<file path="src/rtl/memcfg_pkg.sv">
`timescale 1ns/1ps
package memcfg_pkg;

  localparam int NUM_BLK = 4;

  typedef enum logic [1:0] {
    MAP_ALL_DATA = 2'd0,
    MAP_B0_PROG  = 2'd1,
    MAP_B01_PROG = 2'd2,
    MAP_ALL_PROG = 2'd3
  } map_mode_e;

  // Block 0 leaves data space first, then block 1, then block 3; block 2 never moves.
  function automatic logic blk_in_prog(input int unsigned blk, input map_mode_e m);
    case (blk)
      0:       return m != MAP_ALL_DATA;
      1:       return (m == MAP_B01_PROG) || (m == MAP_ALL_PROG);
      3:       return m == MAP_ALL_PROG;
      default: return 1'b0;
    endcase
  endfunction

endpackage

</file>
<file path="src/rtl/memcfg_mode_reg.sv">
`timescale 1ns/1ps
module memcfg_mode_reg
  import memcfg_pkg::*;
(
  input  logic      clk,
  input  logic      rst,
  input  logic      we,
  input  logic [1:0] val,
  output map_mode_e mode
);

  always_ff @(posedge clk) begin
    if (rst)     mode <= MAP_ALL_DATA;
    else if (we) mode <= map_mode_e'(val);
  end

  assert_mode_load_R2: assert property (@(posedge clk) disable iff (rst)
    we |=> (mode == map_mode_e'($past(val))));

  assert_mode_keep_R2: assert property (@(posedge clk) disable iff (rst)
    !we |=> $stable(mode));

endmodule

</file>
<file path="src/rtl/memcfg_space_dec.sv">
`timescale 1ns/1ps
module memcfg_space_dec
  import memcfg_pkg::*;
#(
  parameter int            AW        = 16,
  parameter int            OFF_W     = 9,
  parameter bit            IS_DATA   = 1'b1,
  parameter int            BLK_WORDS = 512,
  parameter int            B2_WORDS  = 32,
  parameter int            REG_COUNT = 6,
  parameter logic [4*AW-1:0] BASES   = '0
)(
  input  logic             clk,
  input  logic             rst,
  input  logic             hold,
  input  map_mode_e        mode,
  input  logic             req,
  input  logic [AW-1:0]    addr,
  output logic [NUM_BLK-1:0] blk_sel,
  output logic             reg_sel,
  output logic             ext_sel,
  output logic [OFF_W-1:0] off
);

  localparam int LIM_W = AW + 1;

  logic [NUM_BLK-1:0] hit;
  logic [OFF_W-1:0]   boff [NUM_BLK];
  logic               reg_hit;

  for (genvar g = 0; g < NUM_BLK; g++) begin : g_blk
    localparam int              SZ = (g == 2) ? B2_WORDS : BLK_WORDS;
    localparam logic [LIM_W-1:0] LO = {1'b0, BASES[g*AW +: AW]};
    localparam logic [LIM_W-1:0] HI = LO + LIM_W'(SZ);
    logic here;
    assign here    = IS_DATA ? !blk_in_prog(g, mode) : blk_in_prog(g, mode);
    assign hit[g]  = here && ({1'b0, addr} >= LO) && ({1'b0, addr} < HI);
    assign boff[g] = OFF_W'(addr - BASES[g*AW +: AW]);
  end

  if (IS_DATA) begin : g_regwin
    assign reg_hit = addr < AW'(REG_COUNT);
  end else begin : g_noreg
    assign reg_hit = 1'b0;
  end

  logic [NUM_BLK-1:0] n_blk;
  logic               n_reg, n_ext;
  logic [OFF_W-1:0]   n_off;

  always_comb begin
    n_blk = '0;
    n_reg = 1'b0;
    n_ext = 1'b0;
    n_off = '0;
    if (req) begin
      if (reg_hit) begin
        n_reg = 1'b1;
        n_off = OFF_W'(addr);
      end else if (|hit) begin
        n_blk = hit;
        for (int i = 0; i < NUM_BLK; i++)
          if (hit[i]) n_off = boff[i];
      end else begin
        n_ext = 1'b1;
      end
    end
  end

  always_ff @(posedge clk) begin
    if (rst) begin
      blk_sel <= '0;
      reg_sel <= 1'b0;
      ext_sel <= 1'b0;
      off     <= '0;
    end else if (!hold) begin
      blk_sel <= n_blk;
      reg_sel <= n_reg;
      ext_sel <= n_ext;
      off     <= n_off;
    end
  end

  assert_hold_stable_R9: assert property (@(posedge clk) disable iff (rst)
    hold |=> $stable({blk_sel, reg_sel, ext_sel, off}));

  assert_one_target_R7: assert property (@(posedge clk) disable iff (rst)
    (req && !hold) |=> ($countones({blk_sel, reg_sel, ext_sel}) == 1));

  assert_idle_none_R7: assert property (@(posedge clk) disable iff (rst)
    (!req && !hold) |=> ({blk_sel, reg_sel, ext_sel} == '0));

endmodule

</file>
<file path="src/rtl/memcfg_wait.sv">
`timescale 1ns/1ps
module memcfg_wait (
  input  logic prog_ext,
  input  logic data_ext,
  input  logic ext_ready,
  output logic stall
);

  always_comb stall = (prog_ext || data_ext) && !ext_ready;

endmodule

</file>
<file path="src/rtl/memcfg_decoder.sv">
`timescale 1ns/1ps
module memcfg_decoder
  import memcfg_pkg::*;
#(
  parameter int AW        = 16,
  parameter int BLK_WORDS = 512,
  parameter int B2_WORDS  = 32,
  parameter int REG_COUNT = 6,
  parameter logic [4*AW-1:0] DATA_BASES = {16'h0600, 16'h0060, 16'h0400, 16'h0200},
  parameter logic [4*AW-1:0] PROG_BASES = {16'hFC00, 16'h0000, 16'hFA00, 16'hF800}
)(
  input  logic                         clk,
  input  logic                         rst,
  input  logic                         cfg_we,
  input  logic [1:0]                   cfg_val,
  input  logic                         prog_req,
  input  logic [AW-1:0]                prog_addr,
  input  logic                         data_req,
  input  logic [AW-1:0]                data_addr,
  input  logic                         ext_ready,
  output logic [3:0]                   prog_blk_sel,
  output logic                         prog_ext_sel,
  output logic [$clog2(BLK_WORDS)-1:0] prog_off,
  output logic [3:0]                   data_blk_sel,
  output logic                         data_reg_sel,
  output logic                         data_ext_sel,
  output logic [$clog2(BLK_WORDS)-1:0] data_off,
  output logic                         stall
);

  localparam int OFF_W = $clog2(BLK_WORDS);

  map_mode_e mode;
  logic      prog_reg_sel;

  memcfg_mode_reg u_mode (
    .clk (clk), .rst (rst), .we (cfg_we), .val (cfg_val), .mode (mode)
  );

  memcfg_space_dec #(
    .AW (AW), .OFF_W (OFF_W), .IS_DATA (1'b0), .BLK_WORDS (BLK_WORDS),
    .B2_WORDS (B2_WORDS), .REG_COUNT (REG_COUNT), .BASES (PROG_BASES)
  ) u_prog (
    .clk (clk), .rst (rst), .hold (stall), .mode (mode),
    .req (prog_req), .addr (prog_addr),
    .blk_sel (prog_blk_sel), .reg_sel (prog_reg_sel),
    .ext_sel (prog_ext_sel), .off (prog_off)
  );

  memcfg_space_dec #(
    .AW (AW), .OFF_W (OFF_W), .IS_DATA (1'b1), .BLK_WORDS (BLK_WORDS),
    .B2_WORDS (B2_WORDS), .REG_COUNT (REG_COUNT), .BASES (DATA_BASES)
  ) u_data (
    .clk (clk), .rst (rst), .hold (stall), .mode (mode),
    .req (data_req), .addr (data_addr),
    .blk_sel (data_blk_sel), .reg_sel (data_reg_sel),
    .ext_sel (data_ext_sel), .off (data_off)
  );

  memcfg_wait u_wait (
    .prog_ext (prog_ext_sel), .data_ext (data_ext_sel),
    .ext_ready (ext_ready), .stall (stall)
  );

  assert_no_shared_blk_R10: assert property (@(posedge clk) disable iff (rst)
    (prog_blk_sel & data_blk_sel) == 4'b0000);

  assert_onchip_nowait_R8: assert property (@(posedge clk) disable iff (rst)
    (!prog_ext_sel && !data_ext_sel) |-> !stall);

  assert_prog_no_regs_R5: assert property (@(posedge clk) disable iff (rst)
    !prog_reg_sel);

endmodule

</file>
<file path="config.mk">
export PLATFORM = sky130hd
export DESIGN_NAME = memcfg_decoder
export DESIGN_NICKNAME = d
export VERILOG_FILES = /design/src/rtl/memcfg_pkg.sv /design/src/rtl/memcfg_mode_reg.sv /design/src/rtl/memcfg_space_dec.sv /design/src/rtl/memcfg_wait.sv /design/src/rtl/memcfg_decoder.sv
export SDC_FILE = /design/constraint.sdc
export NUM_CORES = 1
export LEC_CHECK = 0
export BUFFER_PORTS_ARGS = -buffer_cell sky130_fd_sc_hd__buf_2
export CORE_UTILIZATION = 41
export CTS_BUF_LIST = sky130_fd_sc_hd__clkbuf_8
export CTS_CLUSTER_SIZE = 16
export DETAILED_ROUTE_END_ITERATION = 7
export PLACE_DENSITY = 0.88
export SYNTH_ARGS = -nofsm -noshare
export SYNTH_HDL_FRONTEND = slang
export SYNTH_SLANG_ARGS = --single-unit
export TNS_END_PERCENT = 10
</file>
<file path="constraint.sdc">
create_clock -name clk -period 1.4 [get_ports clk]
set_input_delay 0 -clock clk [delete_from_list [all_inputs] [get_ports clk]]
set_output_delay 0 -clock clk [all_outputs]
set_load 0.05 [all_outputs]
</file>
After elaboration in Yosys (flattened, before gate mapping)

Index checks and enable logic that the tools add are counted.

Flip-flop bits (word level): 31
Input port bits: 40
Word-level logic and storage cells: 79

Add/subtract/negate cells: 7
Magnitude comparators: 15
Equal/unequal tests: 2
Multiplexer cells: 24
Reductions and logical operators: 23

Operators by type and width:

| kind                                                                           | number |
|---|---|
| 9-bit two-way mux                                                              | 12 |
| 9-bit by 1-bit subtractor with 9-bit output, second input constant             | 6 |
| 16-bit >= comparator, second input constant                                    | 3 |
| 16-bit less-than comparator, second input constant                             | 3 |
| 16-bit by 11-bit >= comparator with 1-bit output, second input constant        | 2 |
| 16-bit by 11-bit less-than comparator with 1-bit output, second input constant | 2 |
| 4-bit two-way mux                                                              | 5 |
| 16-bit by 10-bit >= comparator with 1-bit output, second input constant        | 1 |
| 16-bit by 7-bit >= comparator with 1-bit output, second input constant         | 1 |
| 16-bit by 12-bit less-than comparator with 1-bit output, second input constant | 1 |
| 16-bit by 3-bit less-than comparator with 1-bit output, second input constant  | 1 |
| 16-bit by 8-bit less-than comparator with 1-bit output, second input constant  | 1 |
| 1-bit logical AND                                                              | 14 |
| 9-bit by 7-bit subtractor with 9-bit output, second input constant             | 1 |
| 1-bit two-way mux                                                              | 7 |
| 2-bit == test, second input constant                                           | 2 |
| 1-bit logical NOT                                                              | 4 |
| 4-bit OR reduction                                                             | 1 |
| 3-bit OR reduction                                                             | 1 |
| 1-bit logical OR                                                               | 2 |
| 2-bit nonzero test                                                             | 1 |

Depth between registers and ports, before layout

Gate-level depths: netlist of the first run.

Depth after elaboration: 11
Gate-level depth with buffers: 5

By module

Synthesis of the first run repeated with hierarchy kept, for this count alone.

Cell total of the unflattened synthesis: 139
Area total of the unflattened synthesis: 1,380.1 µm²

Modules (own cells, without submodules):

| module                     | instances | cells an instance | area an instance (µm²) |
|---|---|---|---|
| memcfg_space_dec at u_data | 1         | 85                | 783.3 |
| memcfg_space_dec at u_prog | 1         | 47                | 519.2 |
| memcfg_mode_reg            | 1         | 6                 | 67.6 |
| memcfg_wait                | 1         | 1                 | 10.0 |

Worst setup path after synthesis of the first run

Ideal clock, no wire load.

Path type: register -> register
From: register u_data.ext_sel
To: register u_prog.blk_sel[0]
Setup time: 101 ps
Data arrival time: 1,593 ps
Data required time: 1,299 ps
Slack: -294 ps
Cell stages (with the launch flop): 5
Clock period less this slack: 1,694 ps
Cells stage by stage: dfxtp_1 -> o21bai_2 -> inv_2 -> or3_1 -> o41ai_1

Longest elaborated chain between the ends: 2

RTL lines:

| item                   | RTL line               | text |
|---|---|---|
| start, declared        | memcfg_space_dec.sv:21 | `output logic ext_sel,` |
| start signal, assigned | memcfg_space_dec.sv:79 | `ext_sel <= n_ext;` |
| 1-bit logical OR       | memcfg_wait.sv:9       | `always_comb stall = (prog_ext \|\| data_ext) && !ext_ready;` |
| 1-bit logical AND      | memcfg_wait.sv:9       |  |
| via stall              | memcfg_decoder.sv:28   | `output logic stall` |
| end signal, assigned   | memcfg_space_dec.sv:77 | `blk_sel <= n_blk;` |
| end, declared          | memcfg_space_dec.sv:19 | `output logic [NUM_BLK-1:0] blk_sel,` |

The timed path passes the listed nets, and every way through them passes these cells.
A chain may end at the register's enable or synchronous reset.

Final worst setup path of the first run

From: register u_mode.mode[1]
To: register u_prog.off[4]

Longest elaborated chain between the ends: 8
Elaborated cells on any way between the ends: 16

RTL lines:

| item                                                   | RTL line                                       | text |
|---|---|---|
| start, declared                                        | memcfg_mode_reg.sv:9                           | `output map_mode_e mode` |
| start signal, assigned                                 | memcfg_mode_reg.sv:14                          | `else if (we) mode <= map_mode_e'(val);` |
| 2-bit nonzero test (tied with other cells)             | -                                              |  |
| 1-bit logical AND or 1-bit logical OR (tied branches)  | -                                              |  |
| 1-bit logical AND                                      | memcfg_space_dec.sv:37                         | `assign hit[g] = here && ({1'b0, addr} >= LO) && ({1'b0, addr} < HI);` |
| 9-bit two-way mux or 1-bit logical AND (tied branches) | memcfg_space_dec.sv:63, memcfg_space_dec.sv:37 |  |
| 9-bit two-way mux (2 in a row)                         | memcfg_space_dec.sv:63                         | `if (hit[i]) n_off = boff[i];` |
| 9-bit two-way mux *                                    | memcfg_space_dec.sv:60                         | `end else if (\|hit) begin` |
| 9-bit two-way mux *                                    | memcfg_space_dec.sv:56                         | `if (req) begin` |
| end signal, assigned                                   | memcfg_space_dec.sv:80                         | `off <= n_off;` |
| end, declared                                          | memcfg_space_dec.sv:22                         | `output logic [OFF_W-1:0] off` |

Mark *: on every way between the ends. The rest lies on a longest branch, timed or not.

==> results.md, run 1 <==
* Setup crit end kind: register
* Setup ws final at -31.5 ps
* Status: finished with violations
* LEAKAGE at around 0.00096 uW
* Final nets at roughly 270
* Register bit total from synthesis at 30
* Pre-antenna DRT Iters at 8
* Synth Flop Type: dfxtp_1
* Global-route met3 utilization at 0.0871
* Fin. max-slew vios at 0
* Initial antenna violation count at 0
* Core area at about 2900 um^2
* Total Wirelength at ~3800 um
* Worst-path clk slew at about 70 ps
* GRT Util Overall at 0.230
* Yosys warns at 0
* Reg2reg start: u_mode.mode[1]$_SDFFE_PP0P_
* Starting density of the core at 0.446
* Final Hold Viols at 0
* Crit start category: register
* R2r setup slk at -30 ps
* Sequential element share of the synthesized area at 0.472
* Sequential Area at around 610 um^2
* Netlist cell types at 37
* Largest net degree at the start of global routing at 20
* Slowest CP cell: dfxtp_1
* Via Count at around 1400
* Number of antenna-violating nets in the routed design at 0
* Share of layout cells above drive strength 1 at 0.441
* GR Util met1 at 0.251
* Crit path from: u_mode.mode[1]$_SDFFE_PP0P_
* Unrepaired setup endpoints after global routing: true
* GR met2 Demand/Resource at 0.380
* CP top delay family: simple AND/OR/NAND/NOR gates
* GR peak layer: met2
* # rows at 19
* N_diodes at 0
* Gr ovfl total at 0
* Clk_skew at about 7.7 ps
* # IOs at 70
* Yosys top cell by area: dfxtp_1
* Peak supply drop at between 0.8 and 0.9 mV
* HP Start: cfg_we
* CTS tree: yes
* Clock latency on the worst-skew pair at about 280 ps
* CTS HTree Levels at 2
* Top post-synthesis cells by area: dfxtp_1 (47%), a22o_1 (6.9%), a32o_1 (5.5%)
* Mean Syn Cell Area at approximately 10 um^2
* Dpl ws at -34.8 ps
* Worst min path class: in2reg
* Synth top area share at 0.472
* Die Width at between 50 and 60 um
* Post-layout util at 0.716
* Crit path max fanout at 7
* WP data required at between 1500 and 2000 ps
* Clock Path Buffers at 2
* Power density cells at 892 nW/um^2
* Min Tclk post-route at about 1400 ps
* Die Area at between 3000 and 4000 um^2
* Fmax achieved at ~700 MHz
* Syn Std Cell Area at 1270 um^2
* Buf/Inv on CP at 1
* Total CTS buffers at 5
* Syn_nets at between 150 and 200
* Final Setup Violations at 9
* Critical path class: reg2reg
* Final worst-path cycle share at 1.02
* Die Ht at 57.7 um
* First-pass GRT wire length at ~5700 um
* GPL Wtd Cong at 0.752
* CP Cell Sequence: nor2b_1 > a31oi_2 > nor4_4 > buf_4 > a22o_1
* Post-DR vias/cell at 5.46
* Number of global-route vias before repair at roughly 1300
* CP max stage delay at 420 ps
* EDFF count, synth at 0
* Filler cell count at about 200
* CTS sink count at 30
* Root Buffer: clkbuf_8
* Max-cap violations at 0
* Post-synth ARST share at 0
* WP data arrival at approximately 1700 ps
* Syn-to-layout area delta at 60.5%
* DP HPWL at around 2500 um
* Post-synthesis cell count at between 100 and 150
* Iteration-0 DRC Markers at 53
* DRC Markers at 3
* Failing checks: design-rule violations, negative setup slack
* WL per Instance at around 15 um
* Multi-input gate area at approximately 670 um^2
* I/O Buffers at between 60 and 70
==> cell usage after synthesis (2+ instances only) <==
cell type / number
a21oi_1: 6
a22o_1: 10
a31oi_1: 3
a32o_1: 7
buf_4: 2
clkbuf_1: 2
dfxtp_1: 30
inv_1: 6
mux2i_1: 2
nand2_1: 10
nand2b_1: 4
nand3_1: 8
nor2_1: 7
nor2b_1: 2
nor3_1: 4
nor4_1: 2
nor4_4: 2
or3_1: 4
==> worst reg2reg max path, stage by stage (launching register included) <==
cell     delay, ps
dfxtp_1        420
nor2b_1        280
a31oi_2        110
nor4_4         220
buf_4          210
a22o_1         140
==> timing repair <==
action                                 CTS  global route
setup endpoints to repair               12            21
hold buffers                            19             1
gates resized for setup                  1             8
buffers inserted                         0             3
endpoints found under the hold margin   19             1
pin swaps                                3             5
==> layout by cell type, fill, tap and decap left out, types with 2 or more instances in the layout <==
cell type,n
or3_1,3
nor4_1,2
nor4_4,2
nor2_1,7
buf_4,7
nor3_1,3
nand2b_1,4
clkbuf_8,5
dfxtp_1,28
nor2b_1,2
mux2i_1,2
a21oi_1,5
a31oi_1,2
a32o_1,7
nand3_1,7
buf_2,68
dlygate4sd3_1,20
nand2_2,3
dfxtp_4,2
nand2_1,8
a22o_1,10
inv_1,6
==> metrics by stage <==
stage	hold slack [ps]	instances	total power, uW	area [um^2]	setup TNS (ps)
after global routing	33.4	260	1900	2040	-903
after CTS	-48.6	256	1820	1970	-47.9
after global placement	209	229	1120	1690	-0.0133
after floorplan	100	130	1020	1290	-94.4
final	31.9	260	1820	2040	-150
after detailed placement	211	229	1120	1690	-188
==> area by class of cell <==
class	count	share of cell area
Tap cell	31	0.0190
Inverter	7	0.0153
Sequential cell	30	0.298
Clock buffer	5	0.0337
Clock inverter	3	0.00797
Timing Repair Buffer	96	0.300
Multi-Input combinational cell	88	0.326
==> layer usage <==
metal | wire [um] | vias to the layer above
li1 | - | 682
met1 | 1490 | 659
met2 | 1940 | 69
met3 | 298 | 9
met4 | 86 | 0
met5 | 0 | -
==> kinds of logic (layout without fill, tap and decap cells) <==
family / after synthesis / count (layout) / share of synthesized area
flops: 30 / 30 / 0.472
buf+inv: 12 / 111 / 0.0472
mux: 2 / 2 / 0.0157
simple gates: 48 / 48 / 0.217
other cells: 1 / 1 / 0.00295
compound gates: 35 / 35 / 0.226
fa+ha+maj: 2 / 2 / 0.0187
==> power breakdown <==
group / leakage, uW / switching (uW) / total [uW] / internal, uW
registers: 0.000244 / 11.4 / 874 / 863
clock network: 0.0000416 / 316 / 655 / 339
logic: 0.000671 / 159 / 292 / 133
==> flip-flops by register name (all words and copies together) (netlist names) <==
signal          cells
u_prog.blk_sel      3
u_prog.off          9
u_mode.mode         2
u_prog.ext_sel      1
u_data.blk_sel      4
u_data.reg_sel      1
u_data.ext_sel      1
u_data.off          9
==> path summary, 6_finish.rpt <==
path | depth (start not counted) | end
max | 5 | u_prog.off[4]$_SDFFE_PP0N_
min | 3 | u_mode.mode[0]$_SDFFE_PP0P_
max reg2reg | 5 | u_prog.off[4]$_SDFFE_PP0N_
min reg2reg | 2 | u_prog.blk_sel[3]$_SDFFE_PP0N_
(Power assumes the default switching activity.)
==> run 2, diff against run 1 <==
--- a/config.mk
+++ b/config.mk
@@ -5,12 +5,13 @@
 export SDC_FILE = /design/constraint.sdc
 export NUM_CORES = 1
 export LEC_CHECK = 0
+export ABC_AREA = 1
 export BUFFER_PORTS_ARGS = -buffer_cell sky130_fd_sc_hd__buf_2
-export CORE_UTILIZATION = 41
+export CORE_UTILIZATION = 43
 export CTS_BUF_LIST = sky130_fd_sc_hd__clkbuf_8
 export CTS_CLUSTER_SIZE = 16
 export DETAILED_ROUTE_END_ITERATION = 7
-export PLACE_DENSITY = 0.88
+export PLACE_DENSITY = 0.89
 export SYNTH_ARGS = -nofsm -noshare
 export SYNTH_HDL_FRONTEND = slang
 export SYNTH_SLANG_ARGS = --single-unit
==> run 2 against run 1 <==
Effect of this change: sequential power hardly changed; cell area rose by 4.0%; die area up 11%; via count up 12%; critical path depth shrank 1; cell count is 25% higher; largest power group unchanged; the run now ends clean.
==> results.md, run 2 <==
* Status: complete, no violations (was finished with violations)
* Sequential Power Share at 0.467 (was 0.480)
* Unrepaired setup endpoints after global routing: true (unchanged)
* Biggest registers after layout: u_data.off x9, u_prog.off x9, u_data.blk_sel x4 (unchanged)
* P_sw at 493 uW (was 486 uW)
* Crit start category: register (unchanged)
* Power density cells at 881 nW/um^2 (was 892 nW/um^2)
* GR Util met1 at 0.228 (was 0.251)
* Peak supply drop at 0.425 mV (was 0.826 mV)
* Dpl ws at 153 ps (was -34.8 ps)
* Combinational cell fraction of total power at 0.162 (was 0.160)
* Hold_ws at 4.86 ps (was 31.9 ps)
* Share of layout cells above drive strength 1 at 0.387 (was 0.441)
* Final nets at 319 (was 269)
* Die Area at 3710 um^2 (was 3330 um^2)
* R2r setup slk at 120 ps (was -30 ps)
* Crit path max fanout at 14 (was 7)
* Reg2reg start: u_mode.mode[1]$_SDFFE_PP0P_ (unchanged)
* Pint at 1380 uW (was 1330 uW)
* First-pass GRT wire length at 5900 um (was 5700 um)
* Initial antenna violation count at 0 (unchanged)
* Die Width at 60.9 um (was 57.7 um)
* Final Setup Violations at 0 (was 9)
* Total Wirelength at 3770 um (was 3810 um)
* WL per Instance at 11.6 um (was 14.7 um)
* Post-route cell area at 2120 um^2 (was 2040 um^2)
* Iteration-0 DRC Markers at 96 (was 53)
* Most frequent cells in the layout: buf_2 (67), nand2_1 (34), a21oi_1 (30) (was buf_2 (68), dfxtp_1 (28), dlygate4sd3_1 (20))
* Post-synth ARST share at 0 (unchanged)
* Register bit total from synthesis at 30 (unchanged)
* N_diodes at 0 (unchanged)
* Slowest CP cell: dfxtp_4 (was dfxtp_1)
* GR peak layer: met2 (unchanged)
* GPL Wtd Cong at 0.794 (was 0.752)
* WP data required at 1400 ps (was 1630 ps)
* Post-layout util at 0.636 (was 0.716)
* Pre-antenna DRT Iters at 4 (was 8)
* CP Cell Sequence: inv_1 > o21ai_4 > buf_6 > buf_4 (was nor2b_1 > a31oi_2 > nor4_4 > buf_4 > a22o_1)
* Largest net degree at the start of global routing at 20 (unchanged)
* Sequential Area at 606 um^2 (was 608 um^2)
* Most common cell after layout, fill and taps aside: buf_2 (unchanged)
* Yosys top cell by area: dfxtp_1 (unchanged)
* Synth top area share at 0.403 (was 0.472)
* HP Start: prog_addr[6] (was cfg_we)
* WP data arrival at 1350 ps (was 1660 ps)
* Global-route met3 utilization at 0.0832 (was 0.0871)
* Gr ovfl total at 0 (unchanged)
* DRC Markers at 0 (was 3)
* Number of antenna-violating nets in the routed design at 0 (unchanged)
* Syn-to-layout area delta at 42.4% (was 60.5%)
* Sequential element share of the synthesized area at 0.403 (was 0.472)
* Netlist cell types at 26 (was 37)
* Clk_skew at 3.32 ps (was 7.73 ps)
* Worst-path clk slew at 60 ps (was 70 ps)
* Die Ht at 60.9 um (was 57.7 um)
* Switching share of power at 0.263 (was 0.267)
* Placed Area at 1850 um^2 (was 1690 um^2)
* Commonest cells in the netlist: nand2_1 (34), a21oi_1 (30), dfxtp_1 (30) (was dfxtp_1 (30), a22o_1 (10), nand2_1 (10))
* Core area at 3340 um^2 (was 2850 um^2)
* Setup ws final at 49.7 ps (was -31.5 ps)
* Number of global-route vias before repair at 1443 (was 1310)
* Setup crit end kind: primary output (was register)
* Final worst-path cycle share at 0.964 (was 1.02)
* CTS HTree Levels at 2 (unchanged)
* Min Tclk post-route at 1350 ps (was 1430 ps)
* Clk pwr share at 0.372 (was 0.360)
* Fmax achieved at 741 MHz (was 699 MHz)
* Clock latency on the worst-skew pair at 280 ps (about the same)
* Worst min path class: in2reg (unchanged)
* GRT Util Overall at 0.222 (was 0.230)
* Most frequent cell after synthesis: nand2_1 (was dfxtp_1)
* Mean Syn Cell Area at 7.81 um^2 (was 9.79 um^2)
* Root Buffer: clkbuf_8 (unchanged)
* GR met2 Demand/Resource at 0.385 (was 0.380)
* Yosys warns at 0 (unchanged)
* Fin. max-slew vios at 0 (unchanged)
* Multi-input gate area at 769 um^2 (was 666 um^2)
* Clock Path Buffers at 2 (unchanged)
* Syn Std Cell Area at 1490 um^2 (was 1270 um^2)
* DP HPWL at 2730 um (was 2470 um)
* # rows at 21 (was 19)
* EDFF count, synth at 0 (unchanged)
* Filler cell count at 300 (was 203)
* Starting density of the core at 0.447 (was 0.446)
* Crit path from: u_data.ext_sel$_SDFFE_PP0N_ (was u_mode.mode[1]$_SDFFE_PP0P_)
* I/O Buffers at 68 (unchanged)
* Post-DR vias/cell at 4.87 (was 5.46)
* Post-synthesis cell count at 191 (was 130)
* CTS sink count at 30 (unchanged)
* Total CTS buffers at 5 (unchanged)
* CTS tree: yes (unchanged)
* # IOs at 70 (unchanged)
* Max-cap violations at 0 (unchanged)
* CP max stage delay at 340 ps (was 420 ps)
* Synth Flop Type: dfxtp_1 (unchanged)
* LEAKAGE at 0.00103 uW (was 0.000956 uW)
* Final Hold Viols at 0 (unchanged)
* Via Count at 1584 (was 1419)
* Critical path class: reg2out (was reg2reg)
* Syn_nets at 232 (was 171)
* Top post-synthesis cells by area: dfxtp_1 (40%), a21oi_1 (10%), nand2_1 (8.6%) (was dfxtp_1 (47%), a22o_1 (6.9%), a32o_1 (5.5%))
==> run 2: changes by cell type in the layout (fill, tap and decap cells not counted), moves of 3 or more <==
cell           previous run  this run
a21oi_1                   5        30
a22o_1                   10         0
a32o_1                    7         0
buf_4                     7         4
dlygate4sd3_1            20        17
inv_1                     6        13
nand2_1                   8        34
nand2b_1                  4         0
nand3_1                   7        19
nand4_1                   1         9
nor2_1                    7        14
nor2_2                    0        10
nor3_1                    3         0
or3_1                     3         0
==> run 2: cell families after synthesis <==
logic type      Yosys count  synth area share
fa+ha+maj                 1           0.00839
buf+inv                  23            0.0830
other cells               1           0.00251
simple gates            100             0.364
flops                    30             0.403
compound gates           36             0.139
==> run 2: power by group through the flow <==
stage | registers (uW) | clock network, uW | logic [uW]
finish | 873 | 695 | 302
global route | 875 | 751 | 332
CTS | 874 | 710 | 301
detailed placement | 892 | 0 | 259
global placement | 892 | 0 | 255
floorplan | 911 | 0 | 156
==> run 2: path summary, 6_finish.rpt <==
check | end | cells past startpoint
worst max-delay path | stall | 4
worst min-delay path | u_prog.off[6]$_SDFFE_PP0N_ | 3
worst max register to register | u_data.off[4]$_SDFFE_PP0N_ | 7
worst min register to register | u_prog.off[5]$_SDFFE_PP0N_ | 2
==> run 2: area by class of cell <==
class | instances | share of cell area
Tap cell | 46 | 0.0271
Clock buffer | 6 | 0.0389
Timing Repair Buffer | 89 | 0.258
Multi-Input combinational cell | 138 | 0.362
Sequential cell | 30 | 0.285
Clock inverter | 2 | 0.00412
Inverter | 14 | 0.0247
==> run 2: critical path, delay by kind of cell (launching register included) <==
family,cells,cell delay (ps)
compound gates,1,250
flops,1,340
buf+inv,3,470
==> run 2: what timing repair did <==
item	CTS	global route
hold buffers	17	0
resized for setup	2	1
setup buffers	0	0
pin swaps	0	0
setup endpoints to repair	1	7
hold endpoints to repair	15	0
==> run 2: routing by layer <==
| metal | wire [um] | vias to the layer above | share of wire |
|---|---|---|---|
| met5 | 0 | - | 0 |
| li1 | - | 810 | - |
| met2 | 1990 | 57 | 0.53 |
| met1 | 1500 | 708 | 0.40 |
| met4 | 86 | 0 | 0.023 |
| met3 | 188 | 9 | 0.050 |
==> run 2: metrics by stage <==
stage | TNS, ps | cells | power [uW]
after floorplan | 0 | 191 | 1070
after global routing | -26.1 | 325 | 1960
final | 0 | 325 | 1870
after detailed placement | 0 | 300 | 1150
after CTS | 0 | 325 | 1880
after global placement | 0 | 300 | 1150
